===== src/rtl/dcl_pkg.sv =====
package dcl_pkg;
   typedef enum logic [1:0] {
      ST_IDLE  = 2'd0,
      ST_RUN   = 2'd1,
      ST_FETCH = 2'd2
   } dcl_state_t;

   localparam int unsigned DESC_WORDS = 8;
   localparam int unsigned WORD_W     = 32;
   localparam int unsigned WORD_BYTES = WORD_W / 8;

   localparam int unsigned W_CTRL   = 0;
   localparam int unsigned W_SIZE   = 1;
   localparam int unsigned W_SRC_LO = 2;
   localparam int unsigned W_SRC_HI = 3;
   localparam int unsigned W_DST_LO = 4;
   localparam int unsigned W_DST_HI = 5;
   localparam int unsigned W_LNK_LO = 6;
   localparam int unsigned W_LNK_HI = 7;
endpackage


===== src/rtl/dcl_addr_join.sv =====
module dcl_addr_join #(
   parameter int unsigned ADDR_W = 32
) (
   input  logic [31:0]       lo,
   input  logic [31:0]       hi,
   output logic [ADDR_W-1:0] addr
);
   generate
      if (ADDR_W == 32) begin : g_narrow
         assign addr = ADDR_W'({hi, lo});
      end else begin : g_wide
         assign addr = {hi[ADDR_W-33:0], lo};
      end
   endgenerate
endmodule


===== src/rtl/dcl_shadow.sv =====
module dcl_shadow #(
   parameter int unsigned N_WORDS = 8,
   parameter int unsigned WORD_W  = 32,
   localparam int unsigned IW     = $clog2(N_WORDS)
) (
   input  logic                            clk,
   input  logic                            rst_n,
   input  logic                            wr_en,
   input  logic [IW-1:0]                   wr_idx,
   input  logic [WORD_W-1:0]               wr_data,
   output logic [N_WORDS-1:0][WORD_W-1:0]  words
);
   genvar i;
   generate
      for (i = 0; i < N_WORDS - 1; i++) begin : g_word
         logic [WORD_W-1:0] q;
         always_ff @(posedge clk) begin
            if (!rst_n)
               q <= '0;
            else if (wr_en && wr_idx == IW'(i))
               q <= wr_data;
         end
         assign words[i] = q;
      end
   endgenerate

   // last word bypasses storage: it is consumed in the cycle it arrives
   assign words[N_WORDS-1] = wr_data;
endmodule


===== src/rtl/dcl_ctrl.sv =====
module dcl_ctrl
   import dcl_pkg::*;
#(
   parameter int unsigned N_WORDS = 8,
   localparam int unsigned IW     = $clog2(N_WORDS)
) (
   input  logic            clk,
   input  logic            rst_n,
   input  logic            go,
   input  logic            abort_req,
   input  logic            xfer_done,
   input  logic            link_zero,
   input  logic            link_misaligned,
   input  logic            rd_valid,
   input  logic            rd_err,
   output dcl_state_t      state,
   output logic [IW-1:0]   idx,
   output logic            capture,
   output logic            commit,
   output logic            xfer_start,
   output logic            ev_tc,
   output logic            ev_err,
   output logic            ev_abort
);
   localparam logic [IW-1:0] LAST = IW'(N_WORDS - 1);

   always_comb begin
      capture = (state == ST_FETCH) && rd_valid && !rd_err && !abort_req;
      commit  = capture && (idx == LAST);
   end

   always_ff @(posedge clk) begin
      if (!rst_n) begin
         state      <= ST_IDLE;
         idx        <= '0;
         xfer_start <= 1'b0;
         ev_tc      <= 1'b0;
         ev_err     <= 1'b0;
         ev_abort   <= 1'b0;
      end else begin
         xfer_start <= 1'b0;
         ev_tc      <= 1'b0;
         ev_err     <= 1'b0;
         ev_abort   <= 1'b0;
         unique case (state)
            ST_IDLE: begin
               if (go) begin
                  state      <= ST_RUN;
                  xfer_start <= 1'b1;
               end
            end
            ST_RUN: begin
               if (abort_req) begin
                  ev_abort <= 1'b1;
                  state    <= ST_IDLE;
               end else if (xfer_done) begin
                  if (link_zero) begin
                     ev_tc <= 1'b1;
                     state <= ST_IDLE;
                  end else if (link_misaligned) begin
                     ev_err <= 1'b1;
                     state  <= ST_IDLE;
                  end else begin
                     idx   <= '0;
                     state <= ST_FETCH;
                  end
               end
            end
            ST_FETCH: begin
               if (abort_req) begin
                  ev_abort <= 1'b1;
                  state    <= ST_IDLE;
               end else if (rd_valid) begin
                  if (rd_err) begin
                     ev_err <= 1'b1;
                     state  <= ST_IDLE;
                  end else if (idx == LAST) begin
                     xfer_start <= 1'b1;
                     state      <= ST_RUN;
                  end else begin
                     idx <= idx + 1'b1;
                  end
               end
            end
            default: state <= ST_IDLE;
         endcase
      end
   end

   p_single_event_r11: assert property (@(posedge clk) disable iff (!rst_n)
      $onehot0({ev_tc, ev_err, ev_abort}));

   p_tc_after_done_r4: assert property (@(posedge clk) disable iff (!rst_n)
      ev_tc |-> ($past(xfer_done) && $past(link_zero)));

   p_abort_wins_r10: assert property (@(posedge clk) disable iff (!rst_n)
      (state == ST_FETCH && abort_req) |=> (ev_abort && !xfer_start));

   p_start_single_r3: assert property (@(posedge clk) disable iff (!rst_n)
      xfer_start |=> !xfer_start);
endmodule


===== src/rtl/desc_chain_loader.sv =====
module desc_chain_loader
   import dcl_pkg::*;
#(
   parameter int unsigned ADDR_W     = 32,
   parameter int unsigned ALIGN_BITS = 3
) (
   input  logic              clk,
   input  logic              rst_n,
   input  logic              cfg_wr,
   input  logic [31:0]       cfg_ctrl,
   input  logic [31:0]       cfg_size,
   input  logic [ADDR_W-1:0] cfg_src,
   input  logic [ADDR_W-1:0] cfg_dst,
   input  logic [ADDR_W-1:0] cfg_link,
   input  logic              go,
   input  logic              abort_req,
   output logic              xfer_start,
   input  logic              xfer_done,
   output logic [31:0]       ch_ctrl,
   output logic [31:0]       ch_size,
   output logic [ADDR_W-1:0] ch_src,
   output logic [ADDR_W-1:0] ch_dst,
   output logic [ADDR_W-1:0] ch_link,
   output logic              rd_req,
   output logic [ADDR_W-1:0] rd_addr,
   input  logic              rd_valid,
   input  logic              rd_err,
   input  logic [31:0]       rd_data,
   output logic              busy,
   output logic              ev_tc,
   output logic              ev_err,
   output logic              ev_abort
);
   localparam int unsigned IW        = $clog2(DESC_WORDS);
   localparam int unsigned BYTE_SHIFT = $clog2(WORD_BYTES);

   generate
      if (ADDR_W < 32 || ADDR_W > 64) begin : g_bad_addr_w
         $error("desc_chain_loader: ADDR_W must lie in 32..64");
      end
      if (ALIGN_BITS < BYTE_SHIFT || ALIGN_BITS > 12) begin : g_bad_align
         $error("desc_chain_loader: ALIGN_BITS out of range");
      end
   endgenerate

   dcl_state_t                          st;
   logic [IW-1:0]                       idx;
   logic                                capture;
   logic                                commit;
   logic [DESC_WORDS-1:0][WORD_W-1:0]   words;
   logic [ADDR_W-1:0]                   nxt_src;
   logic [ADDR_W-1:0]                   nxt_dst;
   logic [ADDR_W-1:0]                   nxt_link;
   logic                                link_zero;
   logic                                link_misaligned;

   assign link_zero       = (ch_link == '0);
   assign link_misaligned = |ch_link[ALIGN_BITS-1:0];

   dcl_ctrl #(.N_WORDS(DESC_WORDS)) u_ctrl (
      .clk             (clk),
      .rst_n           (rst_n),
      .go              (go),
      .abort_req       (abort_req),
      .xfer_done       (xfer_done),
      .link_zero       (link_zero),
      .link_misaligned (link_misaligned),
      .rd_valid        (rd_valid),
      .rd_err          (rd_err),
      .state           (st),
      .idx             (idx),
      .capture         (capture),
      .commit          (commit),
      .xfer_start      (xfer_start),
      .ev_tc           (ev_tc),
      .ev_err          (ev_err),
      .ev_abort        (ev_abort)
   );

   dcl_shadow #(.N_WORDS(DESC_WORDS), .WORD_W(WORD_W)) u_shadow (
      .clk     (clk),
      .rst_n   (rst_n),
      .wr_en   (capture),
      .wr_idx  (idx),
      .wr_data (rd_data),
      .words   (words)
   );

   dcl_addr_join #(.ADDR_W(ADDR_W)) u_join_src (
      .lo (words[W_SRC_LO]), .hi (words[W_SRC_HI]), .addr (nxt_src));
   dcl_addr_join #(.ADDR_W(ADDR_W)) u_join_dst (
      .lo (words[W_DST_LO]), .hi (words[W_DST_HI]), .addr (nxt_dst));
   dcl_addr_join #(.ADDR_W(ADDR_W)) u_join_lnk (
      .lo (words[W_LNK_LO]), .hi (words[W_LNK_HI]), .addr (nxt_link));

   always_ff @(posedge clk) begin
      if (!rst_n) begin
         ch_ctrl <= '0;
         ch_size <= '0;
         ch_src  <= '0;
         ch_dst  <= '0;
         ch_link <= '0;
      end else if (commit) begin
         ch_ctrl <= words[W_CTRL];
         ch_size <= words[W_SIZE];
         ch_src  <= nxt_src;
         ch_dst  <= nxt_dst;
         ch_link <= nxt_link;
      end else if (cfg_wr && st == ST_IDLE) begin
         ch_ctrl <= cfg_ctrl;
         ch_size <= cfg_size;
         ch_src  <= cfg_src;
         ch_dst  <= cfg_dst;
         ch_link <= cfg_link;
      end
   end

   assign busy    = (st != ST_IDLE);
   assign rd_req  = (st == ST_FETCH);
   assign rd_addr = ch_link + (ADDR_W'(idx) << BYTE_SHIFT);

   p_addr_hold_r5: assert property (@(posedge clk) disable iff (!rst_n)
      (rd_req && !rd_valid && !abort_req) |=> (rd_req && $stable(rd_addr)));

   p_err_keeps_regs_r9: assert property (@(posedge clk) disable iff (!rst_n)
      ev_err |-> ($stable(ch_ctrl) && $stable(ch_link) && $stable(ch_src)));

   p_abort_keeps_regs_r10: assert property (@(posedge clk) disable iff (!rst_n)
      ev_abort |-> ($stable(ch_ctrl) && $stable(ch_size) && $stable(ch_dst)));

   p_busy_cfg_ignored_r2: assert property (@(posedge clk) disable iff (!rst_n)
      (busy && cfg_wr && !rd_valid) |=> $stable(ch_ctrl));
endmodule


===== config.mk =====
export PLATFORM = sky130hd
export DESIGN_NAME = desc_chain_loader
export DESIGN_NICKNAME = d
export VERILOG_FILES = /design/src/rtl/dcl_pkg.sv /design/src/rtl/dcl_addr_join.sv /design/src/rtl/dcl_shadow.sv /design/src/rtl/dcl_ctrl.sv /design/src/rtl/desc_chain_loader.sv
export SDC_FILE = /design/constraint.sdc
export NUM_CORES = 1
export LEC_CHECK = 0
export ABC_AREA = 1
export ABC_CLOCK_PERIOD_IN_PS = 6400
export BUFFER_PORTS_ARGS = -buffer_cell sky130_fd_sc_hd__buf_2
export CAP_MARGIN = 20
export CORE_ASPECT_RATIO = 1.1
export CORE_MARGIN = 1.5
export CORE_UTILIZATION = 25
export CTS_CLUSTER_DIAMETER = 150
export CTS_CLUSTER_SIZE = 16
export DETAILED_ROUTE_END_ITERATION = 10
export HOLD_SLACK_MARGIN = 0.1
export PLACE_DENSITY = 0.43
export SLEW_MARGIN = 20
export SYNTH_ARGS = -nofsm -noshare
export SYNTH_HDL_FRONTEND = slang
export SYNTH_SLANG_ARGS = --single-unit
export TNS_END_PERCENT = 20

===== constraint.sdc =====
create_clock -name clk -period 6.4 [get_ports clk]
set_input_delay 1.6 -clock clk [delete_from_list [all_inputs] [get_ports clk]]
set_output_delay 1.6 -clock clk [all_outputs]
set_load 0.01 [all_outputs]

# Word level (Yosys, flattened, before mapping)
# Index checks and enable logic that the tools add are counted.
# op_classes
bitwise	3
muxes	45
n_eq_ne	19
addsub	2
n_reduce_logical	24
# ops
op	n
32-bit two-way mux	10
32-bit by 5-bit adder with 32-bit output	1
32-bit zero test	1
3-bit two-way mux	8
2-bit two-way mux	9
2-bit != test (second input constant)	8
1-bit two-way mux	14
1-bit logical AND	10
3-bit == test (second input constant)	3
9-bit AND reduction	1
2-bit one-hot mux with 3 select lines	1
3-bit one-hot mux with 2 select lines	1
2-bit nonzero test	3
4-bit by 2-bit != test with 1-bit output (second input constant)	1
1-bit one-hot mux with 2 select lines	2
4-bit AND reduction	1
4-bit OR reduction	1
3-bit by 1-bit adder with 3-bit output (second input constant)	1
3-bit by 1-bit == test with 1-bit output (second input constant)	1
3-bit by 2-bit == test with 1-bit output (second input constant)	1
3-bit zero test	1
3-bit by 2-bit != test with 1-bit output (second input constant)	1
3-bit != test (second input constant)	1
1-bit inverter	3
other kinds (8)	9
# totals
register_bits	329
wordCells	109
output_inout_bits	198

# Longest topological paths before layout
# logic_depth
depth_word	6
ltp_mapped	12

# By module
# Synthesis repeated with hierarchy kept, for this count alone.
# hier_totals
cells_unflattened	2598
hier_area_um2	18829.3
# modules_own_cells
module	instances	area_each_um2	cells_per_inst	seq_area_each_um2
dcl_shadow	1	9001.1	1298	4484.3
desc_chain_loader	1	8528.2	1114	3203.1
dcl_addr_join	3	240.2	32	0.0
dcl_ctrl	1	579.3	90	180.2

# Worst setup path before layout
# No wires, ideal clock.
# synth_path
path_type	register to output
from	register ch_link[2]
to	output port rd_addr[22]
required_ns	4.800
path_slack_ns	2.695
stages_incl_launch_ff	13
arrival_ns	2.105
cell_sequence	dfxtp_1 -> ha_1 -> inv_1 -> fa_1 -> inv_1 -> nand2_1 -> nand2_1 -> nand2_1 -> nor2_1 -> nand4_1 -> nor3_1 -> nand2_1 -> xor2_1
# synth_via
elab_chain_cells	1
# synth_lines
item	line	text
start: declaration	desc_chain_loader.sv:23	output logic [ADDR_W-1:0] ch_link,
start signal: assignment	desc_chain_loader.sv:108	ch_link <= nxt_link;
start signal: assignment	desc_chain_loader.sv:114	ch_link <= cfg_link;
32-bit by 5-bit adder with 32-bit output	desc_chain_loader.sv:120	assign rd_addr = ch_link + (ADDR_W'(idx) << BYTE_SHIFT);
end: declaration	desc_chain_loader.sv:25	output logic [ADDR_W-1:0] rd_addr,
# Every way passes these cells.

# Final worst setup path
# layout_path
from	register u_ctrl.idx[0]
to	output port rd_addr[22]
# layout_via
elab_chain_cells	1
# layout_lines
item	line	text
start: declaration	dcl_ctrl.sv:17	output logic [IW-1:0] idx,
start signal: assignment	dcl_ctrl.sv:81	idx <= idx + 1'b1;
32-bit by 5-bit adder with 32-bit output	desc_chain_loader.sv:120	
# Every way passes these cells.

==> results.json <==
{
  "grt_start_max_net_pins": 191,
  "drt-pass1-iter-count": 7,
  "cap_violations": 0,
  "register_area_mm2": 0.006586,
  "finalCriticalPeriod_ns": 4.626,
  "ir_drop_v": 0.0002084,
  "num_vias": 13790,
  "cts_buffers": 24,
  "clk_pin_slew_ns": 0.08,
  "synth-edff-count": 0,
  "tightest_slew_ns": 1.022,
  "startpoint_type": "flip-flop",
  "cp.required_ns": 4.80,
  "cts_tree": "built",
  "place_congestion": 0.9254,
  "cp-end-kind": "primary output",
  "fin_skew_ns": 0.01855,
  "yosys_warnings": 0,
  "grt_pass1_wl_um": 84330,
  "initial_utilization": 0.2547,
  "fillers": 6162,
  "antenna_left": 0,
  "path_max_fanout": 5,
  "grt_pass1_vias": 13170,
  "multi_input_area_mm2": 0.005964,
  "yosysSeqAreaShare": 0.4686,
  "timing.hold.ws_ns": 0.4453,
  "postCtsSetupRepairBufs": 0,
  "crit_arrival_ns": 3.03,
  "crit_type": "reg2out",
  "status": "finished clean",
  "p_int_mw": 3.366,
  "period_share": 0.7228,
  "clock_latency_ns": 0.55,
  "drcViolationCount": 0,
  "leakage_nw": 6.720,
  "finalHoldViolations": 0,
  "fp.dieW_um": 229.1,
  "clk_path_buf_depth": 3,
  "reg2reg_from": "u_ctrl.state[0]",
  "cts_resized": 0,
  "die_area_mm2": 0.05766,
  "via_per_inst": 4.763,
  "fin_util": 0.3095,
  "synthesis.nets": 2087,
  "worstHoldStart": "u_shadow.g_word[1].q[20]",
  "overflow": 0,
  "syn_inst": 1874,
  "power_mw": 5.105,
  "antenna_found_initial": 8,
  "final.setup.tns_ns": 0,
  "finalSetupViolCount": 0,
  "clkPwrFrac": 0.284,
  "area_growth_pct": 21.49,
  "die_h_um": 251.7,
  "avgSynthCellArea_um2": 7.501,
  "maxSlewViolCount": 0,
  "routedWlPerCell_um": 20.10,
  "sw_frac_of_total": 0.3406,
  "wl_um": 58180,
  "worst_r2r_path_depth": 7,
  "slew_headroom": 0.3190,
  "whs_path_depth": 2,
  "min_path_type": "reg2reg",
  "final_cell_mix": "buf_2, dfxtp_1, nand3_1",
  "power_density_mw_per_mm2": 298.9,
  "r2r_slack_ns": 3.46,
  "power_frac_seq": 0.467,
  "yosysUniqueCellTypes": 26,
  "drive_gt1_frac": 0.2077,
  "r2r-end": "ch_ctrl[26]",
  "clock_sinks": 329,
  "p_comb_frac": 0.249,
  "place_inst": 2867,
  "holdPathEnd": "u_shadow.g_word[1].q[20]",
  "syn-cell-area_mm2": 0.01406,
  "ys_ff_latch": 329,
  "rsz0062_at_grt": "false",
  "synth-main-ff-cell": "dfxtp_1",
  "rows": 90,
  "htreeDepth": 1,
  "grt_usage": 0.1930,
  "max_freq_ghz": 0.2162,
  "post-dp-hpwl_um": 39610,
  "cts_hold_buf": 0,
  "numPortBuffers": 397,
  "floorplan.io_pins": 398,
  "final_common_cell": "buf_2",
  "first_iter_violations": 970,
  "fin_cells": 2895,
  "power_switching_mw": 1.738,
  "crit_start": "u_ctrl.idx[0]",
  "nets": 2370,
  "ys_async_sr_fraction": 0,
  "clockRootBuffer": "clkbuf_16",
  "core_region_area_mm2": 0.05518
}
power by group through the flow:
stage / registers, mW / logic [mW] / clock network, mW
2_1_floorplan: 2.47 / 0.666 / 0
3_3_place_gp: 2.43 / 1.28 / 0
3_5_place_dp: 2.43 / 1.28 / 0
4_1_cts: 2.39 / 1.28 / 1.51
5_1_grt: 2.41 / 1.41 / 1.58
6_report: 2.39 / 1.27 / 1.45
cells in the mapped netlist, types with 2 or more instances:
library cell	instances	area, um^2
ha_1	12	150.1
o21ai_0	224	1121
nand2_1	228	855.8
buf_2	31	155.2
a21oi_1	195	975.9
inv_2	5	18.77
buf_6	7	78.83
clkbuf_1	99	371.6
inv_1	218	818.3
nand4_1	8	50.05
buf_4	3	22.52
a31oi_1	132	825.8
buf_1	10	37.54
o22ai_1	2	12.51
nor2_1	41	153.9
nand3_2	6	60.06
nand3_1	267	1336
nor4_1	5	31.28
nor3_1	21	105.1
dfxtp_1	329	6586
xor2_1	26	227.7
layout make-up:
type                    count  area share
flip-flops and latches    329      0.3857
multi-input cells        1171      0.3493
repair buffers            408      0.1238
well taps                 736     0.05393
inverters                 223     0.04990
clock buffers              25     0.03664
clock inverters             1   0.0005129
diodes                      2   0.0002931
sequential cells by signal, summed over array words and instances (netlist names):
name and cells:
ch_src 32, u_ctrl.ev_tc 1, u_ctrl.state 2, u_ctrl.ev_abort 1, ch_size 32, u_ctrl.xfer_start 1
ch_link 32, u_ctrl.idx 3, ch_dst 32, u_ctrl.ev_err 1, u_shadow.g_word.q 160, ch_ctrl 32
layer usage:
metal / track usage / up-vias / wire (um)
met5: 0 / - / 31
met4: 0.04323 / 4 / 1064
met3: 0.03447 / 62 / 3294
met2: 0.3208 / 356 / 27380
met1: 0.2596 / 6507 / 26410
li1: - / 6861 / -
worst max path at each step:
stage | slack (ns) | end
2_1_floorplan | 2.70 | rd_addr[22]
3_3_place_gp | 2.34 | rd_addr[22]
3_5_place_dp | 2.35 | rd_addr[22]
4_1_cts | 1.73 | rd_addr[22]
5_1_grt | 1.50 | rd_addr[22]
6_report | 1.77 | rd_addr[22]
stage by stage:
step           cell area, um^2  worst slack (ns)
3_5_place_dp             16440             2.348
5_1_grt                  17070             1.505
2_1_floorplan            14060             2.695
4_1_cts                  17070             1.731
3_3_place_gp             16440             2.335
6_report                 17080             1.774
critical path: stages, from the launching register on:
cell and delay (ns):
dfxtp_1 0.42, ha_1 0.20, inv_1 0.05, fa_1 0.41, inv_1 0.07, nand2_1 0.05
nand2_1 0.09, nand2_1 0.07, nor2_1 0.18, nand4_1 0.21, nor3_1 0.31, nand2_1 0.13
xor2_1 0.15, buf_2 0.15
cells by family (layout without fill, tap and decap cells):
family	count (synthesis)	in the layout	share of synthesized area
buffers and inverters	374	657	0.1080
other	0	2	0
flip-flops	329	329	0.4686
AND/OR/NAND/NOR	578	578	0.1857
XOR/XNOR	27	27	0.01682
AO/OA/AOI/OAI	553	553	0.2088
adder cells (fa/ha/maj)	13	13	0.01211
No activity file was read; power rests on OpenSTA's default activity.
